--- src/rtl/ssfe_pkg.sv ---
package ssfe_pkg;

   typedef logic [4:0] bitcnt_t;

   typedef enum logic {
      FS_WORD = 1'b0,
      FS_BIT  = 1'b1
   } fs_len_e;

   function automatic bitcnt_t wl_last(input logic [1:0] code);
      case (code)
         2'b00:   return 5'd7;
         2'b01:   return 5'd11;
         2'b10:   return 5'd15;
         default: return 5'd23;
      endcase
   endfunction

   function automatic int wl_len(input logic [1:0] code);
      return int'(wl_last(code)) + 1;
   endfunction

   // register bit that carries serial bit number idx of a left-justified word
   function automatic int bit_pos(input int data_w, input logic [1:0] code,
                                  input logic lsb, input bitcnt_t idx);
      return lsb ? (data_w - wl_len(code) + int'(idx)) : (data_w - 1 - int'(idx));
   endfunction

endpackage

--- src/rtl/ssfe_slot_timer.sv ---
module ssfe_slot_timer
   import ssfe_pkg::*;
#(
   parameter int SLOT_W = 5
) (
   input  logic              clk,
   input  logic              rst_n,
   input  logic              en,
   input  logic              tick,
   input  logic              fs_internal,
   input  logic              fs_in,
   input  fs_len_e           fs_len,
   input  bitcnt_t           last_bit,
   input  logic [SLOT_W-1:0] last_word,
   output logic              running,
   output bitcnt_t           bit_idx,
   output logic [SLOT_W-1:0] word_idx,
   output logic              slot_load,
   output logic [SLOT_W-1:0] load_word,
   output logic              sample,
   output logic              fs_out
);

   logic fs_prev;
   logic start;
   logic adv;

   always_comb begin
      start     = en && tick && (fs_internal ? !running : (fs_in && !fs_prev));
      adv       = en && tick && running && !start;
      slot_load = start || (adv && (bit_idx >= last_bit));
      sample    = en && tick && running;
      if (start || word_idx >= last_word) load_word = '0;
      else                                load_word = word_idx + SLOT_W'(1);
   end

   always_ff @(posedge clk or negedge rst_n) begin
      if (!rst_n) begin
         running  <= 1'b0;
         bit_idx  <= '0;
         word_idx <= '0;
         fs_prev  <= 1'b0;
      end else if (!en) begin
         running  <= 1'b0;
         bit_idx  <= '0;
         word_idx <= '0;
         fs_prev  <= 1'b0;
      end else if (tick) begin
         fs_prev <= fs_in;
         if (slot_load) begin
            running  <= 1'b1;
            bit_idx  <= '0;
            word_idx <= load_word;
         end else if (adv) begin
            bit_idx <= bit_idx + 5'd1;
         end
      end
   end

   assign fs_out = running && fs_internal && (word_idx == '0) &&
                   ((fs_len == FS_WORD) || (bit_idx == '0));

endmodule

--- src/rtl/ssfe_tx.sv ---
module ssfe_tx
   import ssfe_pkg::*;
#(
   parameter int DATA_W = 24,
   parameter int SLOT_W = 5
) (
   input  logic              clk,
   input  logic              rst_n,
   input  logic              en,
   input  logic              wr,
   input  logic [DATA_W-1:0] wdata,
   input  logic              slot_load,
   input  logic [SLOT_W-1:0] load_word,
   input  logic              running,
   input  bitcnt_t           bit_idx,
   input  logic [SLOT_W-1:0] word_idx,
   input  logic              network,
   input  logic              lsb_first,
   input  logic [1:0]        word_code,
   output logic              sdo,
   output logic              empty,
   output logic              underrun
);

   localparam int IDX_W = $clog2(DATA_W);

   logic [DATA_W-1:0] hold_q;
   logic [DATA_W-1:0] shift_q;
   logic [IDX_W-1:0]  pos;
   logic              take;
   logic              active;

   assign take   = en && slot_load && (network || load_word == '0);
   assign active = en && running && (network || word_idx == '0);
   assign pos    = IDX_W'(bit_pos(DATA_W, word_code, lsb_first, bit_idx));
   assign sdo    = active && shift_q[pos];

   always_ff @(posedge clk or negedge rst_n) begin
      if (!rst_n) begin
         hold_q   <= '0;
         shift_q  <= '0;
         empty    <= 1'b1;
         underrun <= 1'b0;
      end else begin
         if (take) begin
            if (!empty) begin
               shift_q <= hold_q;
               empty   <= 1'b1;
            end else begin
               underrun <= 1'b1;
            end
         end
         if (wr) begin
            hold_q   <= wdata;
            empty    <= 1'b0;
            underrun <= 1'b0;
         end
      end
   end

endmodule

--- src/rtl/ssfe_rx.sv ---
module ssfe_rx
   import ssfe_pkg::*;
#(
   parameter int DATA_W = 24,
   parameter int SLOT_W = 5
) (
   input  logic              clk,
   input  logic              rst_n,
   input  logic              en,
   input  logic              rd,
   input  logic              sdi,
   input  logic              slot_load,
   input  logic [SLOT_W-1:0] load_word,
   input  logic              sample,
   input  logic              running,
   input  bitcnt_t           bit_idx,
   input  logic [SLOT_W-1:0] word_idx,
   input  logic              network,
   input  logic              lsb_first,
   input  logic [1:0]        word_code,
   output logic [DATA_W-1:0] rdata,
   output logic              full,
   output logic              overrun,
   output logic              done
);

   localparam int IDX_W = $clog2(DATA_W);

   logic [DATA_W-1:0] shift_q;
   logic [DATA_W-1:0] word_v;
   logic [IDX_W-1:0]  pos;
   logic              cap;

   assign pos  = IDX_W'(bit_pos(DATA_W, word_code, lsb_first, bit_idx));
   assign cap  = en && sample && running && (network || word_idx == '0);
   assign done = cap && (bit_idx >= wl_last(word_code));

   always_comb begin
      word_v      = shift_q;
      word_v[pos] = sdi;
   end

   always_ff @(posedge clk or negedge rst_n) begin
      if (!rst_n) begin
         shift_q <= '0;
         rdata   <= '0;
         full    <= 1'b0;
         overrun <= 1'b0;
      end else begin
         if (cap) shift_q <= word_v;
         if (en && slot_load && (network || load_word == '0)) shift_q <= '0;
         if (rd) begin
            full    <= 1'b0;
            overrun <= 1'b0;
         end
         if (done) begin
            rdata <= word_v;
            full  <= 1'b1;
            if (full && !rd) overrun <= 1'b1;
         end
      end
   end

endmodule

--- src/rtl/ssfe_engine.sv ---
module ssfe_engine
   import ssfe_pkg::*;
#(
   parameter int DATA_W = 24,
   parameter int SLOT_W = 5
) (
   input  logic              clk,
   input  logic              rst_n,
   input  logic              cfg_network,
   input  logic              cfg_sync,
   input  logic              cfg_fs_internal,
   input  logic              cfg_lsb_first,
   input  logic              cfg_rx_fs_bit,
   input  logic              cfg_fs_differ,
   input  logic [1:0]        cfg_word_len,
   input  logic [SLOT_W-1:0] cfg_frame_words,
   input  logic              tx_en,
   input  logic              rx_en,
   input  logic              tx_tick,
   input  logic              rx_tick,
   input  logic              fs_tx_in,
   input  logic              fs_rx_in,
   output logic              fs_tx_out,
   output logic              fs_rx_out,
   output logic              sdo,
   input  logic              sdi,
   input  logic              tx_wr,
   input  logic [DATA_W-1:0] tx_wdata,
   output logic              tx_empty,
   output logic              tx_underrun,
   input  logic              rx_rd,
   output logic [DATA_W-1:0] rx_rdata,
   output logic              rx_full,
   output logic              rx_overrun
);

   localparam int NCH = 2;  // channel 0 drives transmit, channel 1 serves an independent receiver

   if (DATA_W < 24) begin : g_bad_width
      $error("ssfe_engine: DATA_W must hold a 24-bit word");
   end
   if (SLOT_W < 1 || SLOT_W > 8) begin : g_bad_slots
      $error("ssfe_engine: SLOT_W out of range");
   end

   logic [NCH-1:0]    ch_en, ch_tick, ch_fs_in;
   fs_len_e           ch_len   [NCH];
   logic [NCH-1:0]    ch_run, ch_load, ch_sample, ch_fs;
   bitcnt_t           ch_bit   [NCH];
   logic [SLOT_W-1:0] ch_word  [NCH];
   logic [SLOT_W-1:0] ch_lword [NCH];
   logic              rsel;
   logic              rx_done;

   assign rsel        = !cfg_sync;
   assign ch_en[0]    = tx_en || (cfg_sync && rx_en);
   assign ch_en[1]    = rx_en && !cfg_sync;
   assign ch_tick     = {rx_tick, tx_tick};
   assign ch_fs_in    = {fs_rx_in, fs_tx_in};

   always_comb begin
      ch_len[1] = cfg_rx_fs_bit ? FS_BIT : FS_WORD;
      ch_len[0] = (cfg_rx_fs_bit ^ cfg_fs_differ) ? FS_BIT : FS_WORD;
   end

   for (genvar g = 0; g < NCH; g++) begin : g_ch
      ssfe_slot_timer #(.SLOT_W(SLOT_W)) u_timer (
         .clk         (clk),
         .rst_n       (rst_n),
         .en          (ch_en[g]),
         .tick        (ch_tick[g]),
         .fs_internal (cfg_fs_internal),
         .fs_in       (ch_fs_in[g]),
         .fs_len      (ch_len[g]),
         .last_bit    (wl_last(cfg_word_len)),
         .last_word   (cfg_frame_words),
         .running     (ch_run[g]),
         .bit_idx     (ch_bit[g]),
         .word_idx    (ch_word[g]),
         .slot_load   (ch_load[g]),
         .load_word   (ch_lword[g]),
         .sample      (ch_sample[g]),
         .fs_out      (ch_fs[g])
      );
   end

   assign fs_tx_out = ch_fs[0];
   assign fs_rx_out = ch_fs[rsel];

   ssfe_tx #(.DATA_W(DATA_W), .SLOT_W(SLOT_W)) u_tx (
      .clk       (clk),
      .rst_n     (rst_n),
      .en        (tx_en),
      .wr        (tx_wr),
      .wdata     (tx_wdata),
      .slot_load (ch_load[0]),
      .load_word (ch_lword[0]),
      .running   (ch_run[0]),
      .bit_idx   (ch_bit[0]),
      .word_idx  (ch_word[0]),
      .network   (cfg_network),
      .lsb_first (cfg_lsb_first),
      .word_code (cfg_word_len),
      .sdo       (sdo),
      .empty     (tx_empty),
      .underrun  (tx_underrun)
   );

   ssfe_rx #(.DATA_W(DATA_W), .SLOT_W(SLOT_W)) u_rx (
      .clk       (clk),
      .rst_n     (rst_n),
      .en        (rx_en),
      .rd        (rx_rd),
      .sdi       (sdi),
      .slot_load (ch_load[rsel]),
      .load_word (ch_lword[rsel]),
      .sample    (ch_sample[rsel]),
      .running   (ch_run[rsel]),
      .bit_idx   (ch_bit[rsel]),
      .word_idx  (ch_word[rsel]),
      .network   (cfg_network),
      .lsb_first (cfg_lsb_first),
      .word_code (cfg_word_len),
      .rdata     (rx_rdata),
      .full      (rx_full),
      .overrun   (rx_overrun),
      .done      (rx_done)
   );

endmodule

--- config.mk ---
export PLATFORM = sky130hd
export DESIGN_NAME = ssfe_engine
export DESIGN_NICKNAME = d
export VERILOG_FILES = /design/src/rtl/ssfe_pkg.sv /design/src/rtl/ssfe_slot_timer.sv /design/src/rtl/ssfe_tx.sv /design/src/rtl/ssfe_rx.sv /design/src/rtl/ssfe_engine.sv
export SDC_FILE = /design/constraint.sdc
export NUM_CORES = 1
export LEC_CHECK = 0
export CORE_UTILIZATION = 44
export DETAILED_ROUTE_END_ITERATION = 16
export DONT_BUFFER_PORTS = 1
export PLACE_DENSITY = 0.64
export SLEW_MARGIN = 20
export SYNTH_ARGS = -nofsm -noshare
export SYNTH_HDL_FRONTEND = slang
export SYNTH_HIERARCHICAL = 1
export SYNTH_SLANG_ARGS = --single-unit
export TNS_END_PERCENT = 100
--- constraint.sdc ---
create_clock -name clk -period 3.36 [get_ports clk]
set_input_delay 0.504 -clock clk [delete_from_list [all_inputs] [get_ports clk]]
set_output_delay 0.504 -clock clk [all_outputs]
set_load 0.01 [all_outputs]
After elaboration in Yosys (flattened, before gate mapping) --
Index checks and enable logic that the tools add are counted.
Storage, ports and cells: logic and storage cells 186, register bits after elaboration 124, output and inout port bits 31, input port bits 48
Cells by class: bitwise operators 5, $add $sub $neg 10, eq/ne operators 8, magnitude comparators 10, reductions and logical operators 70, muxes and demuxes 67
Operator list (number):
- 2-to-1 mux 5 bit | 27
- 2-to-1 mux 24 bit | 2
- zero test 5 bit | 7
- 2-to-1 mux 1 bit | 34
- logical AND 1 bit | 33
- adder 5 x 1 -> 5 bit, second input constant | 5
- >= comparator 5 bit | 5
- bitwise mux 24 bit | 1
- one-hot mux 5 bit (3 select lines) | 1
- subtractor 5 bit, first input constant | 3
- less-than comparator 5 x 6 -> 1 bit, second input constant | 2
- AND reduction 2 bit | 6
- logical OR 1 bit | 11
- adder 5 bit | 2
- zero test 1 bit | 8
- nonzero test 2 bit | 4
- inequality test 2 bit, second input constant | 3
- binary-select mux 1 bit (select 5 bit) | 1
- demux 1 bit (select 5 bit) | 1
- >= comparator 5 x 1 -> 1 bit, second input constant | 1
- inequality test 3 x 2 -> 1 bit, second input constant | 1
- inequality test 3 bit, second input constant | 1
- NOT 1 bit | 3
- == test 2 x 1 -> 1 bit, second input constant | 1
- other kinds (7) | 7

Longest topological paths before layout --
depth in word-level cells 14, gate-level depth with buffers 16, depth with buffers taken out 14

Cells and area by module --
The synthesis kept the hierarchy.
Modules (own cells, without submodules):
- ssfe_rx | area each 3253.1 µm², cells an instance 320, times used 1, seq. area each 1251.2 µm²
- ssfe_tx | area each 2507.4 µm², cells an instance 177, times used 1, seq. area each 1252.5 µm²
- ssfe_slot_timer | area each 1013.5 µm², cells an instance 111, times used 2, seq. area each 300.3 µm²
- ssfe_engine | area each 366.6 µm², cells an instance 30, times used 1, seq. area each 0.0 µm²

Worst setup path after synthesis --
OpenSTA, ideal clock, no wires.
path type input to register, start input cfg_word_len[1], end register u_rx.shift_q[10], path buffers 2, data arrival time 2976 ps, path slack 304 ps, library setup time 80 ps, cell stages on the path 16, data required time 3280 ps, cells stage by stage inv_1 ha_1 inv_1 inv_1 ha_1 a21o_1 nand2_1 o211a_1 buf_6 inv_1 mux2_4 nor4b_1 a21oi_1 clkbuf_1 o2111ai_1 o211ai_2
On the way: elaborated cells between the ends (all ways) 27, classes of those cells 3 x add/sub; 4 x order compare; 2 x eq/ne; 9 x mux; 9 x reduce/logical
RTL lines:
- start, declared | line ssfe_engine.sv:15 | input logic [1:0] cfg_word_len,
- == test 2 bit (tied with other cells) | line ssfe_pkg.sv:11 | case (code)
- one-hot mux 5 bit (3 select lines) * | line ssfe_pkg.sv:11
- >= comparator 5 bit * | line ssfe_slot_timer.sv:31 | slot_load = start || (adv && (bit_idx >= last_bit));
- logical AND 1 bit * | line ssfe_slot_timer.sv:31
- logical OR 1 bit * | line ssfe_slot_timer.sv:31
- via ch_load[0] | line ssfe_engine.sv:48 | logic [NCH-1:0] ch_run, ch_load, ch_sample, ch_fs;
- 2-to-1 mux 1 bit (not written as such) * (2 in a row) | line ssfe_engine.sv:115 | .slot_load (ch_load[rsel]),
- logical AND 1 bit * (2 in a row) | line ssfe_rx.sv:51 | if (en && slot_load && (network || load_word == '0)) shift_q <= '0;
- 2-to-1 mux 24 bit or nonzero test 2 bit (tied branches)
- end signal, assigned | line ssfe_rx.sv:50 | if (cap) shift_q <= word_v;
- end, declared | line ssfe_rx.sv:29 | logic [DATA_W-1:0] shift_q;
The timed path passes the listed nets; every way through them passes the cells marked *. The select of a mux whose other input is x is not followed. A chain may end at the register's enable or synchronous reset.

==> summary.txt <==
status: complete, but fails checks
failing checks: DRC, hold timing
worst hold slack: -222.0 ps
Clk pwr share: 0.384
Final Hold Vio Count: 123
commonest non-fill, non-tap cell in the layout: dfrtp_1
largest vdd supply drop: 370.1 µV
core area: 0.01809 mm²
final setup violation count: 0
CP max stage delay: 550 ps
Mapped Avg Cell Area: 10.90 µm²
DRC errors left: 6
GPL Wtd Cong: 0.8406
initial antenna violation count: 0
fin crit share: 0.9486
most frequent cells in the layout: dfrtp_1, inv_1, mux2_2, o2111ai_1, o211ai_1
routed len/inst: 20.17 µm
FF+latch area: 0.003107 mm²
multi-input logic area: 0.004629 mm²
I/O pin cnt: 79
Slew HR: 0.5479
fin crit period: 3187 ps
Worst Setup SP: g_ch[0].u_timer/word_idx[0]
Combinational Power Share: 0.209
clk_lat worst skew: 420 ps
Setup TNS: 0 ps
FF-to-FF Start: g_ch[0].u_timer/word_idx[0]
crit end category: register
via/cell ratio: 6.271
slowest CP cell: or4_1
share of cells above drive strength 1: 0.2661
TritonCTS clock tree: yes
Worst EP required: 3670 ps
cells after synthesis: 748
Yosys warnings: 6
CTS Buffer Depth: 2
initial cell density of the core: 0.4506
crit path cell chain: inv_1 > ha_1 > nand2b_4 > a2111oi_4 > o311ai_4 > nor2_1 > or4_1 > nor2_1 > o211ai_2 > nor2_4 > buf_12 > mux2_2
clk slew on worst S/H paths: 60 ps
fill count: 1595
gr usage total: 0.2127
P per Cell Area: 514.1 mW/mm²
unrepaired setup endpoints after global routing: false
Post-Route WL: 20.01 mm
root buf cell: clkbuf_16
max-cap violation count: 0
htree depth: 4
placed wire-length estimate: 13.04 mm
first-pass GRT wire length: 32.67 mm
die height: 138.1 µm
synthesized cell area: 0.008150 mm²
drt first pass iters: 10
site row count: 49
Startpoint Class: register
drt initial violations: 451
Num CTS Buffers: 17
Post-DRT Antenna Nets: 0
vias: 6221
WP data arrival: 3490 ps
Crit Path Max Fanout: 24
Max Slew Vio Count: 0
die width: 138.1 µm
sw frac: 0.2935
Seq pwr share: 0.407
Hold Path Class: primary input to asynchronous set/reset pin
port buffer count: 0
skew final: 6.535 ps
Sw Pwr: 0.001364 W
largest net degree at the start of global routing: 125
critical path's most frequent cell: nor2_1
Syn-to-layout area delta: 10.88%
Final #Nets: 840
vias in the first global route: 6338
Worst Tran Pin Value: 678.1 ps
ant diodes: 0
FMAX: 313.8 MHz
Worst Setup Path Type: register to register
CTS Sinks: 124
Die ar.: 0.01907 mm²
Overflow after GRT: 0
Cell Int Power: 0.003282 W
Pleak: 3.785 nW
## cell type report
cell class,instances,area share
sequential,124,0.3438
timing repair buffer,27,0.02561
inverter,58,0.02409
tap,229,0.03170
clock buffer,18,0.04749
multi-input combinational,522,0.5123
clock inverter,14,0.01509
## through the flow
stage	total power (W)	utilization	instances	area [µm²]	setup WS, ps
floorplan	0.002670	-	751	8162	303.9
global placement	0.002816	0.4646	956	8403	275.7
detailed placement	0.002872	0.4646	956	8403	146.2
CTS	0.004673	0.4959	988	8969	124.8
global route	0.004884	0.4997	992	9037	9.617
finish	0.004646	0.4997	992	9037	172.9
## metal layers
layer,global-route usage,up-vias,share of wire
met5,0,-,0
met4,0.07392,0,0.011
met3,0.05092,17,0.059
met2,0.3588,218,0.50
met1,0.2671,3128,0.43
li1,-,2858,-
## path summary, 6_finish.rpt
kind                                         endpoint  slack, ps  cells past startpoint
hold / removal             g_ch[1].u_timer/bit_idx[1]       -220                      0
setup reg to reg                     u_tx/shift_q[19]        170                     12
max in group asynchronous                  u_tx/empty       3260                      0
min in group clk                           u_tx/empty        110                      1
setup / recovery                     u_tx/shift_q[19]        170                     12
hold reg to reg                       u_tx/shift_q[0]        500                      1
## worst max-delay path, delay by kind of cell, from the launching register on
family	cells	cell delay, ps
fa+ha+maj	1	280
mux	1	360
flops	1	420
compound gates	3	650
simple gates	5	1060
buf+inv	2	280
## registers in the layout (all words and copies together), names as in the netlist
name,count
u_rx/rdata,24
u_tx/underrun,1
g_ch.u_timer/running,2
g_ch.u_timer/bit_idx,10
g_ch.u_timer/word_idx,10
u_tx/shift_q,24
u_tx/empty,1
u_rx/full,1
g_ch.u_timer/fs_prev,2
u_tx/hold_q,24
u_rx/shift_q,24
u_rx/overrun,1
## timing repair
item	4_1_cts	5_1_grt
resized for setup	0	6
setup buffers	0	2
setup endpoints to repair	0	48
endpoints found under the hold margin	124	124
## power by group through the flow
stage	sequential [W]	clock [W]	combinational, W
2_1_floorplan	0.00186	0	0.000813
3_3_place_gp	0.00189	0	0.000921
3_5_place_dp	0.00192	0	0.000954
4_1_cts	0.00189	0.00182	0.000961
5_1_grt	0.00193	0.00188	0.00107
6_report	0.00189	0.00178	0.000972
Power figures use the tool's default switching activity.
